File: src/rtl/bsu_pkg.sv
`timescale 1ns/1ps
package bsu_pkg;

  typedef struct packed {
    logic z;
    logic n;
    logic h;
    logic c;
  } flags_t;

  typedef enum logic [1:0] {
    GRP_SHIFT = 2'b00,
    GRP_TEST  = 2'b01,
    GRP_CLR   = 2'b10,
    GRP_SET   = 2'b11
  } grp_e;

  typedef enum logic [2:0] {
    SH_RLC  = 3'd0,
    SH_RRC  = 3'd1,
    SH_RL   = 3'd2,
    SH_RR   = 3'd3,
    SH_SLA  = 3'd4,
    SH_SRA  = 3'd5,
    SH_SWAP = 3'd6,
    SH_SRL  = 3'd7
  } shop_e;

  // Strobes from decode to datapath
  typedef struct packed {
    logic       doShift;
    logic       doTest;
    logic       doClr;
    logic       doSet;
    shop_e      shiftOp;
    logic [2:0] bitIdx;
    logic       zMask;
  } dpCtrl_t;

  localparam logic [2:0] SEL_MEM = 3'd6;
  localparam logic [2:0] SEL_ACC = 3'd7;

endpackage

File: src/rtl/bsu_ctrl.sv
`timescale 1ns/1ps
module bsu_ctrl
  import bsu_pkg::*;
(
  input  logic [7:0] opByte,
  input  logic       accMode,
  output dpCtrl_t    dpCtrl,
  output logic [2:0] regSel,
  output logic       memOp,
  output logic       wrEn
);

  grp_e grp;
  assign grp = grp_e'(opByte[7:6]);

  always_comb begin
    dpCtrl = '0;
    regSel = '0;
    memOp  = 1'b0;
    wrEn   = 1'b0;
    if (accMode) begin
      // short form: accumulator rotates only, zero flag forced low
      dpCtrl.doShift = 1'b1;
      dpCtrl.shiftOp = shop_e'({1'b0, opByte[4:3]});
      dpCtrl.zMask   = 1'b1;
      regSel         = SEL_ACC;
      wrEn           = 1'b1;
    end else begin
      regSel        = opByte[2:0];
      memOp         = (opByte[2:0] == SEL_MEM);
      dpCtrl.bitIdx = opByte[5:3];
      unique case (grp)
        GRP_SHIFT: begin
          dpCtrl.doShift = 1'b1;
          dpCtrl.shiftOp = shop_e'(opByte[5:3]);
          wrEn           = 1'b1;
        end
        GRP_TEST: dpCtrl.doTest = 1'b1;
        GRP_CLR: begin
          dpCtrl.doClr = 1'b1;
          wrEn         = 1'b1;
        end
        GRP_SET: begin
          dpCtrl.doSet = 1'b1;
          wrEn         = 1'b1;
        end
        default: ;
      endcase
    end
  end

endmodule

File: src/rtl/bsu_datapath.sv
`timescale 1ns/1ps
module bsu_datapath
  import bsu_pkg::*;
#(
  parameter int W = 8
) (
  input  dpCtrl_t        dpCtrl,
  input  logic [W-1:0]   operand,
  input  flags_t         flagsIn,
  output logic [W-1:0]   result,
  output flags_t         flagsOut
);

  localparam int HALF = W / 2;

  logic [W-1:0] bitMask;
  logic         selBit;
  logic [W-1:0] shOut;
  logic         shCarry;

  for (genvar i = 0; i < W; i++) begin : g_mask
    assign bitMask[i] = (dpCtrl.bitIdx == 3'(i));
  end

  assign selBit = |(operand & bitMask);

  always_comb begin
    shOut   = operand;
    shCarry = 1'b0;
    unique case (dpCtrl.shiftOp)
      SH_RLC: begin
        shOut   = {operand[W-2:0], operand[W-1]};
        shCarry = operand[W-1];
      end
      SH_RRC: begin
        shOut   = {operand[0], operand[W-1:1]};
        shCarry = operand[0];
      end
      SH_RL: begin
        shOut   = {operand[W-2:0], flagsIn.c};
        shCarry = operand[W-1];
      end
      SH_RR: begin
        shOut   = {flagsIn.c, operand[W-1:1]};
        shCarry = operand[0];
      end
      SH_SLA: begin
        shOut   = {operand[W-2:0], 1'b0};
        shCarry = operand[W-1];
      end
      SH_SRA: begin
        shOut   = {operand[W-1], operand[W-1:1]};
        shCarry = operand[0];
      end
      SH_SWAP: begin
        shOut   = {operand[HALF-1:0], operand[W-1:HALF]};
        shCarry = 1'b0;
      end
      SH_SRL: begin
        shOut   = {1'b0, operand[W-1:1]};
        shCarry = operand[0];
      end
      default: ;
    endcase
  end

  always_comb begin
    result   = operand;
    flagsOut = flagsIn;
    if (dpCtrl.doShift) begin
      result     = shOut;
      flagsOut.z = (shOut == '0) & ~dpCtrl.zMask;
      flagsOut.n = 1'b0;
      flagsOut.h = 1'b0;
      flagsOut.c = shCarry;
    end else if (dpCtrl.doTest) begin
      flagsOut.z = ~selBit;
      flagsOut.n = 1'b0;
      flagsOut.h = 1'b1;
    end else if (dpCtrl.doClr) begin
      result = operand & ~bitMask;
    end else if (dpCtrl.doSet) begin
      result = operand | bitMask;
    end
  end

endmodule

File: src/rtl/prefix_bitshift_unit.sv
`timescale 1ns/1ps
module prefix_bitshift_unit
  import bsu_pkg::*;
#(
  parameter int W       = 8,
  parameter bit REG_OUT = 1'b1
) (
  input  logic         clk,
  input  logic         rstN,
  input  logic         inValid,
  input  logic [7:0]   opByte,
  input  logic         accMode,
  input  logic [W-1:0] operand,
  input  logic [3:0]   flagsIn,
  output logic         outValid,
  output logic [2:0]   regSel,
  output logic         memOp,
  output logic [W-1:0] result,
  output logic         wrEn,
  output logic [3:0]   flagsOut
);

  localparam int HALF = W / 2;

  dpCtrl_t      dpCtrl;
  logic [2:0]   selComb;
  logic         memComb;
  logic         wrComb;
  logic [W-1:0] resComb;
  flags_t       flagsComb;

  bsu_ctrl u_ctrl (
    .opByte (opByte),
    .accMode(accMode),
    .dpCtrl (dpCtrl),
    .regSel (selComb),
    .memOp  (memComb),
    .wrEn   (wrComb)
  );

  bsu_datapath #(.W(W)) u_dp (
    .dpCtrl  (dpCtrl),
    .operand (operand),
    .flagsIn (flags_t'(flagsIn)),
    .result  (resComb),
    .flagsOut(flagsComb)
  );

  if (REG_OUT) begin : g_reg
    always_ff @(posedge clk) begin
      if (!rstN) begin
        outValid <= 1'b0;
        regSel   <= '0;
        memOp    <= 1'b0;
        result   <= '0;
        wrEn     <= 1'b0;
        flagsOut <= '0;
      end else begin
        outValid <= inValid;
        regSel   <= selComb;
        memOp    <= memComb & inValid;
        result   <= resComb;
        wrEn     <= wrComb & inValid;
        flagsOut <= flagsComb;
      end
    end

    AST_MEM_FLAG: assert property (@(posedge clk) disable iff (!rstN)
      outValid |-> (memOp == (regSel == SEL_MEM)));
    AST_TEST_NO_WRITE: assert property (@(posedge clk) disable iff (!rstN)
      (inValid && !accMode && opByte[7:6] == 2'b01) |=> (outValid && !wrEn));
    AST_SETCLR_FLAGS: assert property (@(posedge clk) disable iff (!rstN)
      (inValid && !accMode && opByte[7]) |=> (flagsOut == $past(flagsIn)));
    AST_SWAP_NIBBLES: assert property (@(posedge clk) disable iff (!rstN)
      (inValid && !accMode && opByte[7:3] == 5'b00110) |=>
        (result == {$past(operand[HALF-1:0]), $past(operand[W-1:HALF])} && !flagsOut[0]));
    AST_ACC_Z_CLEAR: assert property (@(posedge clk) disable iff (!rstN)
      (inValid && accMode) |=> (!flagsOut[3] && regSel == SEL_ACC && !memOp));
    AST_VALID_LATENCY: assert property (@(posedge clk) disable iff (!rstN)
      inValid |=> outValid);
  end else begin : g_comb
    assign outValid = inValid;
    assign regSel   = selComb;
    assign memOp    = memComb & inValid;
    assign result   = resComb;
    assign wrEn     = wrComb & inValid;
    assign flagsOut = flagsComb;
  end

endmodule

File: config.mk
export PLATFORM = sky130hd
export DESIGN_NAME = prefix_bitshift_unit
export DESIGN_NICKNAME = d
export VERILOG_FILES = /design/src/rtl/bsu_pkg.sv /design/src/rtl/bsu_ctrl.sv /design/src/rtl/bsu_datapath.sv /design/src/rtl/prefix_bitshift_unit.sv
export SDC_FILE = /design/constraint.sdc
export NUM_CORES = 1
export LEC_CHECK = 0
export ABC_AREA = 1
export BUFFER_PORTS_ARGS = -buffer_cell sky130_fd_sc_hd__buf_2
export CAP_MARGIN = 40
export CELL_PAD_IN_SITES_DETAIL_PLACEMENT = 1
export CELL_PAD_IN_SITES_GLOBAL_PLACEMENT = 2
export CORE_MARGIN = 3
export CORE_UTILIZATION = 26
export DETAILED_ROUTE_END_ITERATION = 10
export GPL_ROUTABILITY_DRIVEN = 1
export GPL_TIMING_DRIVEN = 0
export PLACE_DENSITY_LB_ADDON = 0.1
export SYNTH_ARGS = -nofsm -noshare
export SYNTH_HDL_FRONTEND = slang
export SYNTH_SLANG_ARGS = --single-unit
File: constraint.sdc
create_clock -name clk -period 2.5 [get_ports clk]
set_input_delay 0.5 -clock clk [delete_from_list [all_inputs] [get_ports clk]]
set_output_delay 0.5 -clock clk [all_outputs]
set_load 0.03 [all_outputs]
==> flow_summary.json <==
{
  "route.detailed.drc": 0,
  "io_pins": 42,
  "n_fill_cell": 608,
  "fin_area_mm2": 0.00154,
  "routed_wl_um": 4100,
  "final_max_slew_viol_count": 0,
  "placed_area_mm2": 0.00148,
  "first_global_vias": 1394,
  "required_ns": 2.69,
  "grt_max_degree": 11,
  "clockRootBuffer": "clkbuf_8",
  "yosysSeqAreaShare_pct": 29.5,
  "numCtsBuffers": 3,
  "drt_first_pass_iters": 4,
  "min_from": "opByte[0]",
  "power.leakage_nw": 0.813,
  "ys_ff_latch": 18,
  "grt_use_total_pct": 15.4,
  "die_y_um": 74.5,
  "max-vdd-ir-drop_v": 0.000160,
  "first_iter_violations": 69,
  "synthDistinctLibCells": 25,
  "core_area_mm2": 0.00444,
  "start_util_pct": 27.4,
  "fp.dieArea_mm2": 0.00555,
  "hold_class": "in -> reg",
  "min_path_cells": 3,
  "cts.reportedPaths.clkPinSlew_ns": 0.07,
  "cp-start-kind": "input port",
  "crit_fanout": 8,
  "antenna_left": 0,
  "worstPathArrival_ns": 1.75,
  "synth_top_area_share_pct": 29.5,
  "yosysTopAreaCell": "dfxtp_1",
  "ys_top_cells_by_area": "dfxtp_1, nand2_1, nor2_1",
  "antenna_cells": 0,
  "end_kind": "flip-flop",
  "vias": 1388,
  "grt_pass1_wl_um": 6570,
  "setup_viol": 0,
  "fmax_ghz": 0.641,
  "hpwlAfterDp_um": 3450,
  "cellPowerDensity_mw_per_mm2": 500,
  "drive_gt1_share_pct": 25.1,
  "place_congestion": 0.802,
  "h-tree-depth": 1,
  "post_cts_buffers": 0,
  "num_rows": 24,
  "status": "finished, final reports clean",
  "avgSynthCellArea_um2": 6.10,
  "hold_violations": 0,
  "wl_per_cell_um": 13.9,
  "cap_violations": 0,
  "die_w_um": 74.5,
  "synthCells": 200,
  "vias_per_cell": 4.71,
  "setup-tns-final_ns": 0,
  "cp-startpoint": "accMode",
  "syn_nets": 224,
  "worst_pin_slew_ns": 0.659,
  "yosysWarningCount": 0,
  "area_growth_pct": 25.8,
  "slew_headroom_pct": 55.9,
  "crit_type": "in -> reg",
  "ctsResizeCount": 0,
  "period_needed_ns": 1.56,
  "final_nets": 268,
  "io_buffers": 39,
  "synth_area_mm2": 0.00122,
  "cts_tree": "built",
  "synth_edf_count": 0,
  "synth_top_flop_cell": "dfxtp_1",
  "grt_antenna_before_repair": 0,
  "yosys-top-cells-count": "nand2_1, nor2_1, inv_1",
  "clock-sinks": 18,
  "hold_path_end": "regSel[0]",
  "synth.most_common_cell": "nand2_1",
  "async_flop_share_pct": 0,
  "cts.path.max_buffers": 2,
  "cts_hold_buffers": 0,
  "grt_overflow": 0,
  "fin_crit_sh_pct": 62.4,
  "grt_setup_unrepaired": "false"
}
[state kept, by name, indices dropped and copies added (netlist names)]
name,cells
flagsOut,4
memOp,1
outValid,1
regSel,3
result,8
wrEn,1
[critical path: stages]
cell and delay, ns:
buf_4 0.16, inv_2 0.14, nand2_2 0.13, nand2_4 0.12
inv_2 0.08, nand2_1 0.07, nand2_1 0.06, nor2_2 0.16
nand2_1 0.08, nor2_1 0.09, nand3_1 0.08, nand2_1 0.06
[cell usage in the layout (no fill, tap or decap), drive strengths merged]
cell type / Yosys / layout
nand2: 57 / 57
o211ai: 1 / 1
nor3: 5 / 5
a21oi: 18 / 18
a211oi: 2 / 2
inv: 24 / 24
nand4: 4 / 4
dfxtp: 18 / 18
nor2: 38 / 38
o21bai: 1 / 1
clkbuf: 1 / 5
o21a: 1 / 1
buf: 3 / 42
o21ai: 16 / 16
o22ai: 1 / 1
nand3: 10 / 10
[layer usage]
layer / part of all wire [%] / global-route usage (%) / routed length [um] / up-vias
met1: 50 / 20.6 / 2050 / 622
li1: - / - / - / 729
met2: 45 / 26.6 / 1850 / 33
met3: 3.5 / 1.08 / 145 / 4
met4: 1.3 / 4.35 / 53 / 0
met5: 0 / 0 / 0 / -
[stage by stage]
step	utilization (%)	hold slack (ns)	total power, mW	cells	setup WS, ns
6_report	34.5	0.475	0.768	295	0.940
3_3_place_gp	33.3	0.725	0.546	291	0.629
4_1_cts	34.5	0.474	0.777	295	0.930
3_5_place_dp	33.3	0.737	0.546	291	0.664
2_1_floorplan	-	0.616	0.465	200	0.993
5_1_grt	34.5	0.488	0.812	295	0.766
[kinds of logic (layout without fill, tap and decap cells)]
logic type	Yosys count	count (layout)	share of synthesized area, %
AOI/OAI and AO/OA	40	40	17.5
buffers and inverters	28	71	9.85
DFF	18	18	29.5
and+or+nand+nor	114	114	43.1
[final cells by class]
| cell class | instances | area (um2) | share of cell area (%) |
|---|---|---|---|
| Sequential cell | 18 | 360 | 23.5 |
| Clock buffer | 4 | 55.1 | 3.59 |
| Buffer | 4 | 30.0 | 1.96 |
| Timing Repair Buffer | 39 | 195 | 12.7 |
| Multi-Input combinational cell | 154 | 739 | 48.2 |
| Tap cell | 52 | 65.1 | 4.24 |
| Inverter | 24 | 90.1 | 5.87 |
[power breakdown]
group          internal (mW)  total [mW]  switching, mW  leakage, nW
clock network          0.140       0.230         0.0903       0.0288
registers              0.306       0.310        0.00344        0.150
logic                 0.0689       0.228          0.159        0.635
[how the worst max path moves through the flow]
stage,endpoint,slack [ns],depth (start not counted)
after floorplan,flagsOut[3],0.99,12
after global placement,result[6],0.63,10
after detailed placement,result[6],0.66,7
after CTS,flagsOut[3],0.93,12
after global routing,flagsOut[3],0.77,12
final,flagsOut[3],0.94,12
(Power assumes the default switching activity.)
